[config.mk]
export PLATFORM = sky130hd
export DESIGN_NAME = pcm_voice_port
export DESIGN_NICKNAME = d
export VERILOG_FILES = /design/src/rtl/pcm_port_pkg.sv /design/src/rtl/pcm_edge_detect.sv /design/src/rtl/pcm_slot_timer.sv /design/src/rtl/pcm_tx_shifter.sv /design/src/rtl/pcm_rx_shifter.sv /design/src/rtl/pcm_voice_port.sv
export SDC_FILE = /design/constraint.sdc
export NUM_CORES = 1
export LEC_CHECK = 0
export BUFFER_PORTS_ARGS = -buffer_cell sky130_fd_sc_hd__buf_2
export CAP_MARGIN = 0
export CORE_AREA = 4 4 95 88
export CTS_CLUSTER_SIZE = 24
export DETAILED_ROUTE_END_ITERATION = 16
export DIE_AREA = 0 0 99 92
export SLEW_MARGIN = 20
export SYNTH_ARGS = -nofsm -noshare
export SYNTH_HDL_FRONTEND = slang
export SYNTH_SLANG_ARGS = --single-unit
export TNS_END_PERCENT = 100
[constraint.sdc]
create_clock -name clk -period 1.9 [get_ports clk]
set_input_delay 0.285 -clock clk [delete_from_list [all_inputs] [get_ports clk]]
set_output_delay 0.285 -clock clk [all_outputs]
set_load 0.05 [all_outputs]
[src/rtl/pcm_port_pkg.sv]
// Shared types and constants for the PCM voice serial port.
package pcm_port_pkg;
    typedef enum logic [1:0] {
        FRM_DELAYED = 2'd0,
        FRM_NORMAL  = 2'd1,
        FRM_REVERSE = 2'd2,
        FRM_ALIAS   = 2'd3
    } frame_mode_e;
endpackage

[src/rtl/pcm_edge_detect.sv]
// Detects rising and falling transitions of a slow level sampled by clk.
// Assumes the input is already synchronous to clk and holds each level for
// at least two clk cycles. The edge flags are combinational and valid in the
// cycle where the new level is first seen.
module pcm_edge_detect (
    input  logic clk,
    input  logic rst_n,
    input  logic din,
    output logic rise,
    output logic fall
);
    logic din_q;

    // Remembers the previous sample; loads the current level in reset so that no false edge follows reset.
    always_ff @(posedge clk) begin
        din_q <= din;
    end

    assign rise = rst_n && din && !din_q;
    assign fall = rst_n && !din && din_q;
endmodule

[src/rtl/pcm_slot_timer.sv]
// Tracks the single time slot: start on frame sync (immediate or one period
// late), bit index, and the end of the slot at the launch edge after the
// last bit. Assumes launch and capture flags are never high together.
module pcm_slot_timer #(
    parameter int WIDE_BITS   = 16,
    parameter int NARROW_BITS = 8,
    localparam int CW         = $clog2(WIDE_BITS)
) (
    input  logic          clk,
    input  logic          rst_n,
    input  logic          launch,
    input  logic          fs,
    input  logic          delayed,
    input  logic          wide,
    output logic          start,
    output logic          active,
    output logic          last,
    output logic [CW-1:0] bit_idx
);
    logic          pending;
    logic [CW-1:0] len_m1;

    assign len_m1 = wide ? CW'(WIDE_BITS - 1) : CW'(NARROW_BITS - 1);
    assign start  = launch && ((fs && !delayed) || (!fs && pending));
    assign last   = active && (bit_idx == len_m1);

    // Slot state: arm on a delayed sync, start, advance one bit per launch, close after the last bit.
    always_ff @(posedge clk) begin
        if (!rst_n) begin
            active  <= 1'b0;
            pending <= 1'b0;
            bit_idx <= '0;
        end else if (launch) begin
            if (start) begin
                active  <= 1'b1;
                pending <= 1'b0;
                bit_idx <= '0;
            end else if (fs) begin
                active  <= 1'b0;
                pending <= 1'b1;
            end else if (last) begin
                active  <= 1'b0;
            end else if (active) begin
                bit_idx <= bit_idx + 1'b1;
            end
        end
    end

    assert_bit_bound_R5: assert property (@(posedge clk) disable iff (!rst_n)
        active |-> (bit_idx <= len_m1));

    assert_delay_gap_R4: assert property (@(posedge clk) disable iff (!rst_n)
        (launch && fs && delayed) |=> !active);
endmodule

[src/rtl/pcm_tx_shifter.sv]
// Loads the transmit word when a slot starts and presents it MSB first, one
// bit per launch edge. Assumes tx_word is stable around the start edge.
// Drives the output enable from the slot state, enable and truncation.
module pcm_tx_shifter #(
    parameter int WIDE_BITS   = 16,
    parameter int NARROW_BITS = 8
) (
    input  logic                 clk,
    input  logic                 rst_n,
    input  logic                 start,
    input  logic                 launch,
    input  logic                 active,
    input  logic                 last,
    input  logic                 enable,
    input  logic                 trunc7,
    input  logic                 wide,
    input  logic [WIDE_BITS-1:0] tx_word,
    output logic                 dx,
    output logic                 dx_oe
);
    localparam int PAD = WIDE_BITS - NARROW_BITS;

    logic [WIDE_BITS-1:0] shreg;
    logic [WIDE_BITS-1:0] load_val;

    assign load_val = wide ? tx_word : {tx_word[NARROW_BITS-1:0], {PAD{1'b0}}};

    // Shift register: load on slot start, shift left on each later launch edge.
    always_ff @(posedge clk) begin
        if (!rst_n) begin
            shreg <= '0;
        end else if (start) begin
            shreg <= load_val;
        end else if (launch && active) begin
            shreg <= {shreg[WIDE_BITS-2:0], 1'b0};
        end
    end

    assign dx    = shreg[WIDE_BITS-1];
    assign dx_oe = enable && active && !(trunc7 && last);
endmodule

[src/rtl/pcm_rx_shifter.sv]
// Shifts serial receive bits in on capture edges and delivers the word with
// a one-cycle strobe after the last bit. Assumes at least one non-capture
// cycle between capture edges. A narrow word is zero-extended; truncation
// clears bit 0.
module pcm_rx_shifter #(
    parameter int WIDE_BITS   = 16,
    parameter int NARROW_BITS = 8
) (
    input  logic                 clk,
    input  logic                 rst_n,
    input  logic                 capture,
    input  logic                 active,
    input  logic                 last,
    input  logic                 enable,
    input  logic                 wide,
    input  logic                 trunc7,
    input  logic                 dr,
    output logic [WIDE_BITS-1:0] rx_word,
    output logic                 rx_valid
);
    localparam int PAD = WIDE_BITS - NARROW_BITS;

    logic [WIDE_BITS-1:0] shreg;
    logic [WIDE_BITS-1:0] assembled;
    logic [WIDE_BITS-1:0] sized;
    logic                 take;

    assign take      = capture && active && enable;
    assign assembled = {shreg[WIDE_BITS-2:0], dr};
    assign sized     = wide ? assembled : {{PAD{1'b0}}, assembled[NARROW_BITS-1:0]};

    // Input shift register and word delivery with a single-cycle strobe.
    always_ff @(posedge clk) begin
        if (!rst_n) begin
            shreg    <= '0;
            rx_word  <= '0;
            rx_valid <= 1'b0;
        end else begin
            rx_valid <= 1'b0;
            if (take) begin
                shreg <= assembled;
                if (last) begin
                    rx_word  <= {sized[WIDE_BITS-1:1], sized[0] && !trunc7};
                    rx_valid <= 1'b1;
                end
            end
        end
    end

    assert_valid_single_R9: assert property (@(posedge clk) disable iff (!rst_n)
        rx_valid |=> !rx_valid);

    assert_valid_after_capture_R9: assert property (@(posedge clk) disable iff (!rst_n)
        rx_valid |-> $past(capture));
endmodule

[src/rtl/pcm_voice_port.sv]
// Top of the PCM voice serial port. Maps the framing mode to launch and
// capture edges of the oversampled bit clock and joins the slot timer with
// the transmit and receive shifters. Assumes mclk and fs are synchronous to
// clk and that each mclk level lasts at least two clk cycles.
module pcm_voice_port
    import pcm_port_pkg::*;
#(
    parameter int WIDE_BITS   = 16,
    parameter int NARROW_BITS = 8,
    localparam int CW         = $clog2(WIDE_BITS)
) (
    input  logic                 clk,
    input  logic                 rst_n,
    input  logic [1:0]           frame_mode,
    input  logic                 wide,
    input  logic                 enable,
    input  logic                 trunc7,
    input  logic                 mclk,
    input  logic                 fs,
    input  logic [WIDE_BITS-1:0] tx_word,
    input  logic                 dr,
    output logic                 dx,
    output logic                 dx_oe,
    output logic [WIDE_BITS-1:0] rx_word,
    output logic                 rx_valid
);
    frame_mode_e   mode;
    logic          mclk_rise, mclk_fall;
    logic          reverse, delayed;
    logic          launch, capture;
    logic          start, active, last;
    logic [CW-1:0] bit_idx;

    assign mode    = frame_mode_e'(frame_mode);
    assign reverse = (mode == FRM_REVERSE);
    assign delayed = (mode == FRM_DELAYED);
    assign launch  = reverse ? mclk_fall : mclk_rise;
    assign capture = reverse ? mclk_rise : mclk_fall;

    pcm_edge_detect u_edge (
        .clk(clk), .rst_n(rst_n), .din(mclk), .rise(mclk_rise), .fall(mclk_fall)
    );

    pcm_slot_timer #(.WIDE_BITS(WIDE_BITS), .NARROW_BITS(NARROW_BITS)) u_timer (
        .clk(clk), .rst_n(rst_n), .launch(launch), .fs(fs), .delayed(delayed),
        .wide(wide), .start(start), .active(active), .last(last), .bit_idx(bit_idx)
    );

    pcm_tx_shifter #(.WIDE_BITS(WIDE_BITS), .NARROW_BITS(NARROW_BITS)) u_tx (
        .clk(clk), .rst_n(rst_n), .start(start), .launch(launch), .active(active),
        .last(last), .enable(enable), .trunc7(trunc7), .wide(wide),
        .tx_word(tx_word), .dx(dx), .dx_oe(dx_oe)
    );

    pcm_rx_shifter #(.WIDE_BITS(WIDE_BITS), .NARROW_BITS(NARROW_BITS)) u_rx (
        .clk(clk), .rst_n(rst_n), .capture(capture), .active(active), .last(last),
        .enable(enable), .wide(wide), .trunc7(trunc7), .dr(dr),
        .rx_word(rx_word), .rx_valid(rx_valid)
    );

    assert_reset_quiet_R1: assert property (@(posedge clk)
        !rst_n |=> (!rx_valid && !active));

    assert_trunc_lsb_R7: assert property (@(posedge clk) disable iff (!rst_n)
        (rx_valid && $past(trunc7)) |-> !rx_word[0]);

    assert_disabled_quiet_R6: assert property (@(posedge clk) disable iff (!rst_n)
        ($past(!enable) && !enable) |-> !rx_valid);
endmodule

# [After elaboration in Yosys (flattened, before gate mapping)]
# Index checks and enable logic that the tools add are counted.
[totals] reg_bits=55 in_bits=26 out_inout_bits=19 word_cells=62
[op_classes] n_addsub=1 eq_ne=4 muxes=17 reduce_logical=32
[op_table] operator="16-bit two-way mux" count=4
[op_table] operator="4-bit two-way mux" count=5
[op_table] operator="1-bit logical AND" count=15
[op_table] operator="1-bit two-way mux" count=8
[op_table] operator="2-bit AND reduction" count=4
[op_table] operator="1-bit zero test" count=6
[op_table] operator="2-bit nonzero test" count=3
[op_table] operator="4-bit by 1-bit adder with 4-bit output, second input constant" count=1
[op_table] operator="4-bit == test" count=1
[op_table] operator="4-bit AND reduction" count=1
[op_table] operator="3-bit nonzero test" count=1
[op_table] operator="2-bit == test, second input constant" count=1
[op_table] operator="2-bit zero test" count=1
[op_table] operator="2-bit by 1-bit != test with 1-bit output, second input constant" count=1
[op_table] operator="2-bit != test, second input constant" count=1
[op_table] operator="1-bit logical OR" count=1

# [Logic depth before layout (Yosys ltp)]
# Gate-level depths: netlist of run 1.
[logic_depth] ltp_word=7 mapped_depth=6 mapped_depth_nobuf=6

# [By module]
# A second synthesis of run 1 with hierarchy kept.
[hier_totals] hier_cells=250 area_unflattened_um2=2462.4
[by_module_without_submodules] module="pcm_rx_shifter" instances=1 cells_per_inst=116 area_each_um2=1226.2 seq_area_each_um2=640.6
[by_module_without_submodules] module="pcm_tx_shifter" instances=1 cells_per_inst=92 area_each_um2=858.3 seq_area_each_um2=320.3
[by_module_without_submodules] module="pcm_slot_timer" instances=1 cells_per_inst=35 area_each_um2=300.3 seq_area_each_um2=120.1
[by_module_without_submodules] module="pcm_voice_port" instances=1 cells_per_inst=4 area_each_um2=40.0 seq_area_each_um2=0.0
[by_module_without_submodules] module="pcm_edge_detect" instances=1 cells_per_inst=3 area_each_um2=37.5 seq_area_each_um2=20.0

# [Worst setup path before layout of run 1]
# Ideal clock, no wire load.
[synth_path] path_type="in2out" start="in wide" end="out dx_oe" arrival_time_ns=1.596 required_ns=1.615 slack_ns=0.019 stages=4 n_path_buf=1 cell_sequence="buf_4 xor2_1 nor2_1 a21oi_1"
[synth_between] elab_chain_cells=6
[synth_lines] item="start, declared" line_no="pcm_voice_port.sv:15" source="input logic wide,"
[synth_lines] item="4-bit two-way mux" line_no="pcm_slot_timer.sv:23" source="assign len_m1 = wide ? CW'(WIDE_BITS - 1) : CW'(NARROW_BITS - 1);"
[synth_lines] item="4-bit == test" line_no="pcm_slot_timer.sv:25" source="assign last = active && (bit_idx == len_m1);"
[synth_lines] item="1-bit logical AND" line_no="pcm_slot_timer.sv:25"
[synth_lines] item="1-bit logical AND" line_no="pcm_tx_shifter.sv:40" source="assign dx_oe = enable && active && !(trunc7 && last);"
[synth_lines] item="1-bit zero test" line_no="pcm_tx_shifter.sv:40"
[synth_lines] item="1-bit logical AND" line_no="pcm_tx_shifter.sv:40"
[synth_lines] item="end, declared" line_no="pcm_voice_port.sv:23" source="output logic dx_oe,"
# No other way between the ends.

# [Worst setup path after layout of run 1]
[layout_path] start="reg u_timer.bit_idx[0]" end="out dx_oe"
[layout_between] elab_chain_cells=5
[layout_lines] item="start, declared" line_no="pcm_slot_timer.sv:18" source="output logic [CW-1:0] bit_idx"
[layout_lines] item="start signal, assigned" line_no="pcm_slot_timer.sv:44" source="bit_idx <= bit_idx + 1'b1;"
[layout_lines] item="4-bit == test" line_no="pcm_slot_timer.sv:25"
[layout_lines] item="1-bit logical AND" line_no="pcm_slot_timer.sv:25"
[layout_lines] item="1-bit logical AND" line_no="pcm_tx_shifter.sv:40"
[layout_lines] item="1-bit zero test" line_no="pcm_tx_shifter.sv:40"
[layout_lines] item="1-bit logical AND" line_no="pcm_tx_shifter.sv:40"
# No other way between the ends.

==> flow_summary.toml, run 1 <==
[status]
status = "complete, no violations"

[synth]
synth_cells = 260
yosysTopAreaCellShare_pct = 43.5
ys.flop_type = "dfxtp_1"
syn_avg_cell_area_um2 = 9.73
synth_edf_count = 0
synth_area_mm2 = 0.00253
synth_most_common_cell = "dfxtp_1"
async_reset_ff_share_pct = 0
ys_types = 33
synth_area_leaders = "dfxtp_1 (44%), mux2i_1 (14%), nor2b_1 (5.9%)"
yosys_warnings = 0
ys_ff_latch = 55
yosysSeqAreaShare_pct = 43.5
synthTopCellsByCount = "dfxtp_1 (55), mux2i_1 (35), nor2b_1 (24)"
yosysTopAreaCell = "dfxtp_1"
synth_nets = 287

[worst_setup_path]
r2r_end = "u_tx.shreg[0]$_SDFFE_PN0P_"
cp.buffers_inverters = 1
critPathArrivalTime_ns = 1.50
cp_cell_sequence = "ha_1 -> nand2_1 -> nor2_1 -> a21oi_1 -> clkbuf_4"
cpLargestDelayFamily = "flip-flops"
worst_ep_required_time_ns = 1.62
timing.rr.start = "u_edge.din_q$_DFF_P_"
worstSetupPathType = "flop to primary output"
crit_fanout = 4
worst_setup_path_start_kind = "flop"
critPathLaunch = "u_timer.bit_idx[0]$_SDFFE_PN0P_"
reg2regPathDepth = 6
slowest_delay_ns = 0.35
cp_slowest_cell = "dfxtp_1"
cp-end-kind = "primary output"
reg2reg_slack_ns = 0.19

[global_route]
grt_pass1_vias = 1805
track_usage_pct = 11.7
grt_antenna_before_repair = 0
grt_max_degree = 53
grt_first_pass_wirelength_um = 8810
grt_overflow = 0

[detailed_routing]
routed_via_density = 4.80
num_vias = 1929
drt_iter0_drc = 35
post_drt_wl_per_cell_um = 12.8
firstDrtPassIters = 4
wl_um = 5130
drc_errors = 0
ant_nets = 0

[worst_hold_path]
hp-class = "input pin to flop"
whs_endpoint = "u_edge.din_q$_DFF_P_"
hold_path_startpoint = "mclk"
hold_depth = 1

[finish]
num_antenna_cells = 0
final_area_mm2 = 0.00301
multiInputGateArea_mm2 = 0.00132
finalNetCount = 332
fill_cells = 731
drive_gt1_share_pct = 26.8
syn_to_final_growth_pct = 19.2
ff_latch_area_mm2 = 0.00110

[place]
gp_congestion = 0.764
place_area_mm2 = 0.00289
portBuffers = 44
dp_hpwl_um = 3550
dp_slack_ns = -0.0940

[sta]
rsz0062_at_grt = "no"
tightest_slew_ns = 0.549
fin_crit_ns = 1.79
max_freq_mhz = 560
worst_slack_ns = 0.113
hold_viol_final = 0
fin_worst_skew_ns = 0.0109
setup_viol = 0
relSlewSlack_pct = 63.3
period_share_pct = 94.0
slew_violations = 0

[clock_network]
cts_max_path_buffers = 2
cts_root_buffer = "clkbuf_8"
cts-buffers-inserted = 5
hold_buffers = 0
cts.sinks = 55
clkTransAtPathRegs_ns = 0.09
insertion_delay_ns = 0.30
htree_levels = 2
cts_tree = "yes"

[power_and_ir_drop]
swShare_pct = 23.2
clock_power_share_pct = 36.2
p_leak_uw = 0.00112
seq_power_share_pct = 54.3
power_density_mw_per_mm2 = 717
p_sw_uw = 501
p_int_uw = 1660
combPwrFrac_pct = 9.4
ir_drop_v = 0.000341

[floorplan]
die_h_um = 92
fp.dieW_um = 99
core_area_mm2 = 0.00739
io_pins = 45
row_count = 30
initial_core_util_pct = 34.2
dieArea_mm2 = 0.00911

[job]
maxCapViolations = 0
-- power groups by stage --
| stage | combinational (µW) | clock [µW] | sequential, µW |
|---|---|---|---|
| after floorplan | 126 | 0 | 1200 |
| after global placement | 203 | 0 | 1200 |
| after CTS | 206 | 813 | 1170 |
| after detailed placement | 204 | 0 | 1200 |
| after global routing | 226 | 858 | 1180 |
| final | 204 | 783 | 1170 |
-- placed cells by master, fill, tap and decap left out, types with 2 or more instances in the layout --
cell type,instances
a21boi_0,4
a21boi_1,3
a21boi_2,6
a21oi_1,13
a311oi_1,7
buf_12,2
buf_2,43
buf_4,9
clkbuf_8,5
dfxtp_1,55
inv_1,8
mux2_2,4
mux2i_1,35
nand2_1,12
nand2b_1,12
nand3_1,11
nand3b_1,2
nor2_1,13
nor2b_1,24
nor3b_1,6
o21ai_0,11
o221a_2,5
o32ai_1,2
-- worst max path at each step --
stage	to	slack (ns)	cells after the start
after floorplan	dx_oe	0.02	4
after detailed placement	u_rx.shreg[2]$_SDFFE_PN0N_	-0.09	6
final	dx_oe	0.11	5
after CTS	u_rx.shreg[2]$_SDFFE_PN0N_	0.008	5
after global placement	u_rx.shreg[9]$_SDFFE_PN0N_	-0.03	6
after global routing	u_timer.bit_idx[3]$_SDFFE_PN0P_	0.002	6
-- layout make-up --
cell class,instances,share of cell area [%]
Tap cell,96,3.99
Sequential cell,55,36.5
Timing Repair Buffer,55,11.0
Multi-Input combinational cell,180,43.8
Clock buffer,6,2.41
Inverter,8,0.996
Clock inverter,2,1.29
-- logic make-up (layout without fill, tap and decap cells) --
family,after synthesis,after routing,share of synthesized area (%)
compound gates,55,55,16.2
xor+xnor,1,1,0.346
fa+ha+maj,1,1,0.495
buf+inv,25,71,4.70
flops,55,55,43.5
mux,39,39,15.6
simple gates,84,84,19.0
-- metal layers --
| layer | vias to the layer above | routed length (µm) | GRT usage [%] |
|---|---|---|---|
| met2 | 47 | 2200 | 17.5 |
| met5 | - | 0 | 0 |
| li1 | 1003 | - | - |
| met1 | 877 | 2610 | 16.9 |
| met4 | 0 | 25 | 2.73 |
| met3 | 2 | 297 | 2.97 |
-- registers in the layout (all words and copies together) (netlist names) --
register / flops
u_timer.bit_idx: 4
u_timer.pending: 1
u_tx.shreg: 16
u_timer.active: 1
u_rx.rx_valid: 1
u_rx.rx_word: 16
u_edge.din_q: 1
u_rx.shreg: 15
-- per-stage QoR --
stage | power, µW | util [%] | instances | TNS [ns] | hold WS [ns]
finish | 2160 | 40.8 | 402 | 0 | 0.109
global route | 2260 | 40.8 | 402 | 0 | 0.104
CTS | 2190 | 40.7 | 402 | 0 | 0.0971
detailed placement | 1400 | 39.1 | 394 | -1.13 | 0.418
global placement | 1400 | 39.1 | 394 | -0.250 | 0.416
floorplan | 1330 | - | 260 | 0 | 0.313
-- timing repair --
item                       4_1_cts  5_1_grt
hold endpoints to repair         0        0
resized for setup                1        2
setup endpoints to repair        1       16
buffers inserted                 0        0
(Power assumes the default switching activity.)
==> run 2, diff against run 1 <==
- PLACE_DENSITY: default -> 0.64
==> run 2 against run 1 <==
Net effect: core utilization hardly changed; wire length up 0.55%; global-route usage decreased by 0.23 points; cell count rose by 1.0%; critical path type unchanged; final area hardly changed.
==> flow_summary.toml, run 2 (same netlist as run 1, synthesis figures left out) <==
[worst_setup_path]
worst_setup_path_start_kind = "flop"
cp.buffers_inverters = 1
worst_ep_required_time_ns = 1.62
critPathArrivalTime_ns = 1.47
crit_fanout = 4
cpLargestDelayFamily = "flip-flops"
cp_cell_sequence = "ha_1 -> nand2_1 -> nor2_2 -> a21oi_1 -> clkbuf_4"
worstSetupPathType = "flop to primary output"
cp-end-kind = "primary output"
cp_slowest_cell = "dfxtp_2"
slowest_delay_ns = 0.35

[finish]
syn_to_final_growth_pct = 19.1
multiInputGateArea_mm2 = 0.00132
fin_util_pct = 40.7
final_common_cell = "dfxtp_1"
finalNetCount = 336
drive_gt1_share_pct = 28.7
num_antenna_cells = 0
fill_cells = 749
ff_latch_area_mm2 = 0.00110
mostFrequentLayoutCells = "dfxtp_1 (54), buf_2 (43), mux2i_1 (35), nor2b_1 (24), buf_4 (14)"
top_regs = "u_rx.rx_word x16, u_tx.shreg x16, u_rx.shreg x15"
final_cells = 406

[clock_network]
insertion_delay_ns = 0.31
clkTransAtPathRegs_ns = 0.10
cts.sinks = 55
hold_buffers = 0
cts-buffers-inserted = 5
htree_levels = 2
cts_root_buffer = "clkbuf_8"
cts_max_path_buffers = 2
cts_tree = "yes"

[floorplan]
die_h_um = 92
core_area_mm2 = 0.00739
fp.dieW_um = 99
io_pins = 45
dieArea_mm2 = 0.00911
initial_core_util_pct = 34.2
row_count = 30

[status]
status = "complete, no violations"

[global_route]
grt_max_degree = 37
grt_overflow = 0
grt_first_pass_wirelength_um = 8740
grt_pass1_vias = 1905
grt_antenna_before_repair = 0
track_usage_pct = 11.5

[detailed_routing]
firstDrtPassIters = 4
drt_iter0_drc = 62
drc_errors = 0
post_drt_wl_per_cell_um = 12.7
ant_nets = 0
num_vias = 1950
wl_um = 5160
routed_via_density = 4.80

[sta]
max_freq_mhz = 568
fin_worst_skew_ns = 0.00636
fin_crit_ns = 1.76
setup_viol = 0
hold_viol_final = 0
slew_violations = 0
period_share_pct = 92.6
rsz0062_at_grt = "no"
worst_slack_ns = 0.141
relSlewSlack_pct = 62.4
tightest_slew_ns = 0.562

[place]
dp_slack_ns = -0.117
portBuffers = 44
dp_hpwl_um = 3570
placed_cells = 397
gp_congestion = 0.776

[job]
maxCapViolations = 0

[power_and_ir_drop]
p_leak_uw = 0.00111
ir_drop_v = 0.000301
power_density_mw_per_mm2 = 685
finalPower_uw = 2060

[worst_hold_path]
hp-class = "input pin to flop"
## run 2: report_power, final
| group | internal [µW] | leakage, µW | total, µW | switching [µW] |
|---|---|---|---|---|
| Sequential | 1170 | 0.000445 | 1170 | 7.27 |
| Clock | 274 | 0.0000467 | 685 | 411 |
| Combinational | 94.9 | 0.000621 | 205 | 110 |
| Total | 1540 | 0.00111 | 2060 | 528 |
## run 2: final timing paths
check / cells after the start / slack [ns] / to / from
min: 1 / 0.09 / u_edge.din_q$_DFF_P_ / mclk
max: 5 / 0.14 / dx_oe / u_timer.bit_idx[0]$_SDFFE_PN0P_
min reg2reg: 2 / 0.46 / u_rx.rx_word[2]$_SDFFE_PN0P_ / u_rx.rx_word[2]$_SDFFE_PN0P_
max reg2reg: 7 / 0.20 / u_timer.bit_idx[0]$_SDFFE_PN0P_ / u_timer.bit_idx[0]$_SDFFE_PN0P_
## run 2: metal layers
layer  track usage (%)  vias up  routed length, µm
met3              2.81        5                259
li1                  -     1005                  -
met1              15.2      903               2560
met5                 0        -                  0
met4              3.07        0                 44
met2              18.6       37               2300
## run 2: cell type report
cell class	count	area share, %
Multi-Input combinational cell	180	43.7
Inverter	8	0.997
Clock inverter	3	0.914
Sequential cell	55	36.6
Tap cell	96	3.99
Timing Repair Buffer	59	11.5
Clock buffer	5	2.28
## run 2: timing repair
action,CTS,global route
endpoints found under the setup margin,1,4
hold endpoints to repair,0,0
buffers inserted,0,1
gates resized for setup,1,4
pin swaps,0,1
## run 2: per-stage QoR
step | area (µm²) | TNS [ns] | hold slack [ns]
floorplan | 2530 | 0 | 0.313
global placement | 2900 | -0.234 | 0.414
detailed placement | 2900 | -1.04 | 0.416
CTS | 3000 | 0 | 0.0814
global route | 3010 | 0 | 0.0911
finish | 3010 | 0 | 0.0909
